$ cat src/rtl/link_integrity_mon.sv
module link_integrity_mon #(
  parameter int MIN_CYC       = 20000,
  parameter int FAIL_CYC      = 650000,
  parameter int TOG_CYC       = 1000000,
  parameter int RELINK_PULSES = 2
) (
  input  logic clk,
  input  logic rst_n,
  input  logic lp_strobe,
  input  logic data_active,
  output logic link_fail,
  output logic status_led
);

  localparam int AW = $clog2(FAIL_CYC);
  localparam int TW = $clog2(TOG_CYC + 1);
  localparam int CW = $clog2(RELINK_PULSES + 1);

  logic [AW-1:0] age;
  logic [CW-1:0] chain;
  logic [TW-1:0] tog;
  logic          led_q;

  wire in_win   = age >= AW'(MIN_CYC);
  wire at_limit = age == AW'(FAIL_CYC - 1);
  wire evt      = lp_strobe | data_active;
  wire good_lp  = (chain == '0) | in_win;
  wire chain_done = chain == CW'(RELINK_PULSES - 1);

  always_ff @(posedge clk) begin
    if (!rst_n) begin
      age       <= '0;
      chain     <= '0;
      link_fail <= 1'b0;
    end else if (!link_fail) begin
      if (evt && in_win) begin
        age <= '0;
      end else if (at_limit) begin
        link_fail <= 1'b1;
        age       <= '0;
        chain     <= '0;
      end else begin
        age <= age + AW'(1);
      end
    end else begin
      if (data_active) begin
        link_fail <= 1'b0;
        age       <= '0;
        chain     <= '0;
      end else if (lp_strobe) begin
        age <= '0;
        if (good_lp) begin
          if (chain_done) begin
            link_fail <= 1'b0;
            chain     <= '0;
          end else begin
            chain <= chain + CW'(1);
          end
        end else begin
          chain <= CW'(1);
        end
      end else if (at_limit) begin
        chain <= '0;
      end else begin
        age <= age + AW'(1);
      end
    end
  end

  always_ff @(posedge clk) begin
    if (!rst_n || link_fail || !data_active) begin
      led_q <= 1'b1;
      tog   <= '0;
    end else if (tog == TW'(TOG_CYC - 1)) begin
      led_q <= ~led_q;
      tog   <= '0;
    end else begin
      tog <= tog + TW'(1);
    end
  end

  assign status_led = led_q & ~link_fail;


  age_bound_chk: assert property (@(posedge clk) disable iff (!rst_n)
    age < AW'(FAIL_CYC));


  early_pulse_chk: assert property (@(posedge clk) disable iff (!rst_n)
    (!link_fail && lp_strobe && !data_active && age < AW'(MIN_CYC)) |=> (age != '0));


  rise_fail_chk: assert property (@(posedge clk) disable iff (!rst_n)
    $rose(link_fail) |-> (!$past(lp_strobe) && !$past(data_active)));


  data_exit_chk: assert property (@(posedge clk) disable iff (!rst_n)
    (link_fail && data_active) |=> !link_fail);


  fail_exit_chk: assert property (@(posedge clk) disable iff (!rst_n)
    $fell(link_fail) |-> ($past(data_active) || $past(lp_strobe)));


  led_idle_chk: assert property (@(posedge clk) disable iff (!rst_n)
    (!link_fail && !data_active) |=> (status_led || link_fail));


  data_hold_chk: assert property (@(posedge clk) disable iff (!rst_n)
    (!link_fail && data_active) |=> !link_fail);

endmodule

$ cat config.mk
export PLATFORM = sky130hd
export DESIGN_NAME = link_integrity_mon
export DESIGN_NICKNAME = d
export VERILOG_FILES = /design/src/rtl/link_integrity_mon.sv
export SDC_FILE = /design/constraint.sdc
export NUM_CORES = 1
export LEC_CHECK = 0
export ABC_AREA = 1
export ABC_CLOCK_PERIOD_IN_PS = 2500
export BUFFER_PORTS_ARGS = -buffer_cell sky130_fd_sc_hd__buf_4
export CORE_MARGIN = 5
export CORE_UTILIZATION = 60
export CTS_CLUSTER_SIZE = 30
export DETAILED_ROUTE_END_ITERATION = 12
export PLACE_DENSITY = 0.82
export REMOVE_ABC_BUFFERS = 1
export SLEW_MARGIN = 15
export SYNTH_ARGS = -nofsm -noshare
export SYNTH_HDL_FRONTEND = slang
export SYNTH_SLANG_ARGS = --single-unit
export TNS_END_PERCENT = 100
$ cat constraint.sdc
create_clock -name clk -period 2.5 [get_ports clk]
set_input_delay 0.5 -clock clk [delete_from_list [all_inputs] [get_ports clk]]
set_output_delay 0.5 -clock clk [all_outputs]
set_load 0.005 [all_outputs]
**Word-level counts from Yosys, hierarchy flattened**

Cells that the tools add are included.

- Output and inout port bits: 2
- Input bits: 4
- Word-level logic and storage cells: 46
- Register bits: 44

- $add $sub $neg: 3
- Order comparisons: 1
- Bitwise gates (word level): 5
- Equal/unequal tests: 5
- Mux-type cells: 20
- Reduce and logical (&&, ||, !) cells: 7

Operator list:

| cell | number |
|---|---|
| 20-bit two-way mux | 6 |
| 20-bit by 1-bit adder with 20-bit output, second input constant | 2 |
| 20-bit equality test, second input constant | 2 |
| 20-bit by 15-bit >= comparator with 1-bit output, second input constant | 1 |
| 2-bit two-way mux | 7 |
| 1-bit two-way mux | 7 |
| 4-bit != test, second input constant | 1 |
| 2-bit by 1-bit adder with 2-bit output, second input constant | 1 |
| 2-bit by 1-bit equality test with 1-bit output, second input constant | 1 |
| 1-bit zero test | 2 |
| 2-bit zero test | 1 |
| 1-bit logical OR | 2 |
| 2-bit != test, second input constant | 1 |
| 1-bit inverter | 2 |
| 1-bit OR | 2 |
| 2-bit OR reduction | 1 |
| 1-bit AND | 1 |
| 1-bit logical AND | 1 |

**Longest topological paths before layout**

- Depth after elaboration: 6
- Gate-level depth with buffers: 10
- Gate-level depth less buffers: 10

**Least setup slack after synthesis**

No wires, ideal clock.

- Kind: register to register
- Start point: register age[0]
- End point: register age[14]
- Slack: 923 ps
- Stages on the path, launching flop included: 8
- Clock period less this slack: 1577 ps
- Data arrival time: 1449 ps
- Cells stage by stage: dfxtp_1 -> ha_1 -> nand3_2 -> nor3_4 -> nand3_2 -> nand4_4 -> buf_8 -> nor3_2

- Word-level cells in the longest chain between the ends: 5

RTL lines:

| item | RTL line | source |
|---|---|---|
| start, declared | 19 | `logic [AW-1:0] age;` |
| start signal, assigned | 43 | `age <= age + AW'(1);` |
| start signal, assigned | 65 | `age <= age + AW'(1);` |
| 20-bit by 1-bit adder with 20-bit output | 43, 65 |  |
| 20-bit two-way mux | 62 | `end else if (at_limit) begin` |
| 20-bit two-way mux | 50 | `end else if (lp_strobe) begin` |
| 20-bit two-way mux | 46 | `if (data_active) begin` |
| 20-bit two-way mux | 35 | `end else if (!link_fail) begin` |

Parallel ways exist; a longest one is shown, timed or not. The select of a mux whose other input is x is not followed.
A chain may end at the register's enable or synchronous reset.

**Worst setup path after layout**

- Start point: register age[0]
- End point: register age[2]

The elaborated chain is that of the path after synthesis.

==> qor.json <==
{
  "drt": {
    "detail_route.wl_per_cell_um": 11.96,
    "firstDrtPassIters": 4,
    "antenna_violating_nets_post_route": 0,
    "vias_per_cell": 5.368,
    "drt_first_iter_violations": 126,
    "routed_wirelength_um": 5228,
    "drc_violations": 0,
    "routed-via-count": 2346
  },
  "cells_and_area": {
    "register_area_um2": 880.8,
    "antenna_cells": 0,
    "final_stage_net_count": 393,
    "multi_input_area_um2": 1388,
    "fraction_of_final_layout_cells_with_drive_strength_greater_than_1_pct": 8.786,
    "flow.area_growth_from_synthesis_pct": 7.603,
    "final_cell_count_no_fill": 437,
    "design_area_um2": 2656,
    "layout.filler_cells": 377
  },
  "clock_tree": {
    "clock_latency_ns": 0.29,
    "max_clock_buf_depth": 2,
    "postCtsHoldBufs": 0,
    "h_tree_level_count": 2,
    "ctsRootBufferMaster": "sky130_fd_sc_hd__clkbuf_8",
    "cts.repair.resized": 0,
    "cts_inserted_buffers": 5,
    "clock_sinks": 44,
    "clk_pin_slew_worst_paths_ns": 0.08,
    "post-cts-setup-buffer-count": 0,
    "cts_tree": "done"
  },
  "sta": {
    "rsz0062_at_grt": "false",
    "min_period_over_period_pct": 70.84,
    "tightestPinTransition_ns": 0.3924,
    "setup_total_negative_slack_ns": 0,
    "maxSlewViolCount": 0,
    "fin_skew_ns": 0.004726,
    "hold_viol": 0,
    "timing.fmax_mhz": 564.7,
    "setup_viol": 0,
    "final_period_minus_worst_setup_slack_ns": 1.771,
    "slew-limit-headroom_pct": 73.60
  },
  "worst_setup_path": {
    "worstSetupPathType": "reg2reg",
    "reg2reg_setup_slack_ns": 0.73,
    "worst-path-max-fanout": 14,
    "register_to_register_path_depth": 6,
    "cpPeakStageDelay_ns": 0.41,
    "slowest_cell_on_the_critical_path": "sky130_fd_sc_hd__dfxtp_1",
    "critical_path.cell_chain": "ha_1 > nand3_2 > nor3_4 > nand3_2 > nand4_4 > nor2_1",
    "crit_path_start_kind": "register",
    "critPathRequiredTime_ns": 2.68,
    "arrival_worst_endpoint_ns": 1.95,
    "cpMostUsedCell": "sky130_fd_sc_hd__nand3_2",
    "timing.critical_path.to_type": "register"
  },
  "pwr": {
    "ir_worst_vdd_v": 0.0003183,
    "leakage_nw": 0.9509,
    "pwr_cell_area_nw_per_um2": 482.4
  },
  "synthesis": {
    "synthTopCellsByArea": "sky130_fd_sc_hd__dfxtp_1, sky130_fd_sc_hd__nand2_1, sky130_fd_sc_hd__nor2_1, sky130_fd_sc_hd__inv_1, sky130_fd_sc_hd__nand3_1",
    "ys_seq_area_share_pct": 35.68,
    "yosys_warnings": 0,
    "synth.distinct_cells": 30,
    "yosys.area.top_type_share_pct": 35.68,
    "post_synth_instance_area_um2": 2469,
    "yosysTopAreaCell": "sky130_fd_sc_hd__dfxtp_1",
    "post_synthesis_cells": 376,
    "yosys_register_bits": 44,
    "avgSynthCellArea_um2": 6.565
  },
  "flow_run": {
    "max_cap_viol_count": 0
  },
  "floorplan": {
    "die_area_um2": 5497,
    "placement_rows": 23,
    "starting_density_pct": 61.71,
    "design.core.area_um2": 4000,
    "chipHeight_um": 74.15,
    "die_w_um": 74.15,
    "pin_count": 6
  },
  "global_route": {
    "grt_first_pass_wirelength_um": 9439,
    "grt_util_all_layers_pct": 21.57,
    "globalRouteOverflowTotal": 0,
    "antenna_found_initial": 0,
    "grt_start_max_net_pins": 20,
    "first_global_vias": 2329
  },
  "hold_path": {
    "hp-class": "reg2reg",
    "holdPathStages": 2
  },
  "run_status": {
    "status": "finished clean"
  },
  "placement": {
    "gp_congestion": 0.9397,
    "place.port_buffers": 5,
    "dp.cells": 429,
    "place_hpwl_um": 4059,
    "postPlaceCellArea_um2": 2549
  }
}
[worst max-delay path: cells and delay by family, from the launching register on]
kind,cells,cell delay (ns)
flip-flops,1,0.41
AND/OR/NAND/NOR,5,0.93
adder cells (fa/ha/maj),1,0.31
[routing by layer]
| metal | track usage (%) | up-vias | wire length [um] |
|---|---|---|---|
| met5 | 0 | - | 0 |
| met4 | 8.249 | 0 | 78 |
| met3 | 4.324 | 9 | 198 |
| met2 | 41.34 | 46 | 2745 |
| met1 | 22.93 | 1063 | 2206 |
| li1 | - | 1228 | - |
[stage by stage]
stage          hold WS (ns)  util, %  setup WS, ns  total power, mW
2_1_floorplan        0.4088        -        0.9802           0.7527
3_3_place_gp         0.4200    63.72        0.8197           0.7658
3_5_place_dp         0.4205    63.72        0.7396           0.7674
6_report             0.4287    66.41        0.7291            1.281
4_1_cts              0.4315    66.41        0.7251            1.291
5_1_grt              0.4469    66.41        0.5568            1.334
[cells in the final DEF (no fill, tap or decap), types with 2 or more instances in the layout]
cell type	n
sky130_fd_sc_hd__ha_1	3
sky130_fd_sc_hd__xor2_1	7
sky130_fd_sc_hd__nor2_1	74
sky130_fd_sc_hd__or2_2	3
sky130_fd_sc_hd__inv_2	3
sky130_fd_sc_hd__a31oi_1	2
sky130_fd_sc_hd__buf_4	5
sky130_fd_sc_hd__or2_0	2
sky130_fd_sc_hd__nand4_1	11
sky130_fd_sc_hd__inv_1	45
sky130_fd_sc_hd__nand3_1	26
sky130_fd_sc_hd__dfxtp_1	44
sky130_fd_sc_hd__nor3_2	4
sky130_fd_sc_hd__nand3_2	3
sky130_fd_sc_hd__nor3_1	24
sky130_fd_sc_hd__o21ai_0	9
sky130_fd_sc_hd__a21oi_2	2
sky130_fd_sc_hd__nand2_2	3
sky130_fd_sc_hd__nor3b_1	2
sky130_fd_sc_hd__clkbuf_8	5
sky130_fd_sc_hd__nand2_1	84
sky130_fd_sc_hd__a21oi_1	15
[registers in the layout, summed over array words and instances, names as in the netlist]
| signal | cells |
|---|---|
| led_q | 1 |
| age | 20 |
| tog | 20 |
| chain | 2 |
| link_fail | 1 |
[logic make-up (layout without fill, tap and decap cells)]
family	Yosys count	after routing	share of synthesized area (%)
flip-flops	44	44	35.68
AO/OA/AOI/OAI	30	30	6.741
AND/OR/NAND/NOR	241	241	45.11
buffers and inverters	50	61	8.109
adder cells (fa/ha/maj)	3	3	1.521
XOR/XNOR	8	8	2.838
[synth_stat cells]
master                     number
sky130_fd_sc_hd__nand2_2        3
sky130_fd_sc_hd__inv_2          3
sky130_fd_sc_hd__ha_1           3
sky130_fd_sc_hd__nor3_2         4
sky130_fd_sc_hd__nor2_4         1
sky130_fd_sc_hd__nor2_1        74
sky130_fd_sc_hd__o21ai_0        9
sky130_fd_sc_hd__or2_2          3
sky130_fd_sc_hd__a21oi_1       15
sky130_fd_sc_hd__nand3_1       26
sky130_fd_sc_hd__nand4_1       11
sky130_fd_sc_hd__nand4_4        1
sky130_fd_sc_hd__xor2_1         7
sky130_fd_sc_hd__nand2_1       84
sky130_fd_sc_hd__nand3_2        3
sky130_fd_sc_hd__inv_1         45
sky130_fd_sc_hd__o21bai_1       1
sky130_fd_sc_hd__or2_0          2
sky130_fd_sc_hd__xnor2_1        1
sky130_fd_sc_hd__a21oi_2        2
sky130_fd_sc_hd__nor3b_1        2
sky130_fd_sc_hd__dfxtp_1       44
sky130_fd_sc_hd__nor3_4         1
sky130_fd_sc_hd__a31oi_1        2
sky130_fd_sc_hd__o311ai_0       1
sky130_fd_sc_hd__buf_2          1
sky130_fd_sc_hd__nor3_1        24
sky130_fd_sc_hd__nor4_1         1
sky130_fd_sc_hd__nand2_4        1
sky130_fd_sc_hd__buf_8          1
[layout make-up]
| cell class | count | share of cell area, % |
|---|---|---|
| clock buffer | 6 | 2.732 |
| tap | 50 | 2.355 |
| timing repair buffer | 5 | 1.413 |
| inverter | 48 | 6.783 |
| sequential | 44 | 33.16 |
| clock inverter | 2 | 1.319 |
| multi-input combinational | 282 | 52.24 |
[power breakdown]
part           switching (mW)  internal (mW)  leakage (nW)
combinational          0.0260         0.0129         0.541
sequential            0.00607          0.706         0.355
clock                   0.234          0.297        0.0552
[final timing paths]
check	start	end
min reg2reg	chain[1]	chain[1]
max	age[0]	age[2]
max reg2reg	age[0]	age[2]
min	chain[1]	chain[1]
Power figures use the tool's default switching activity.
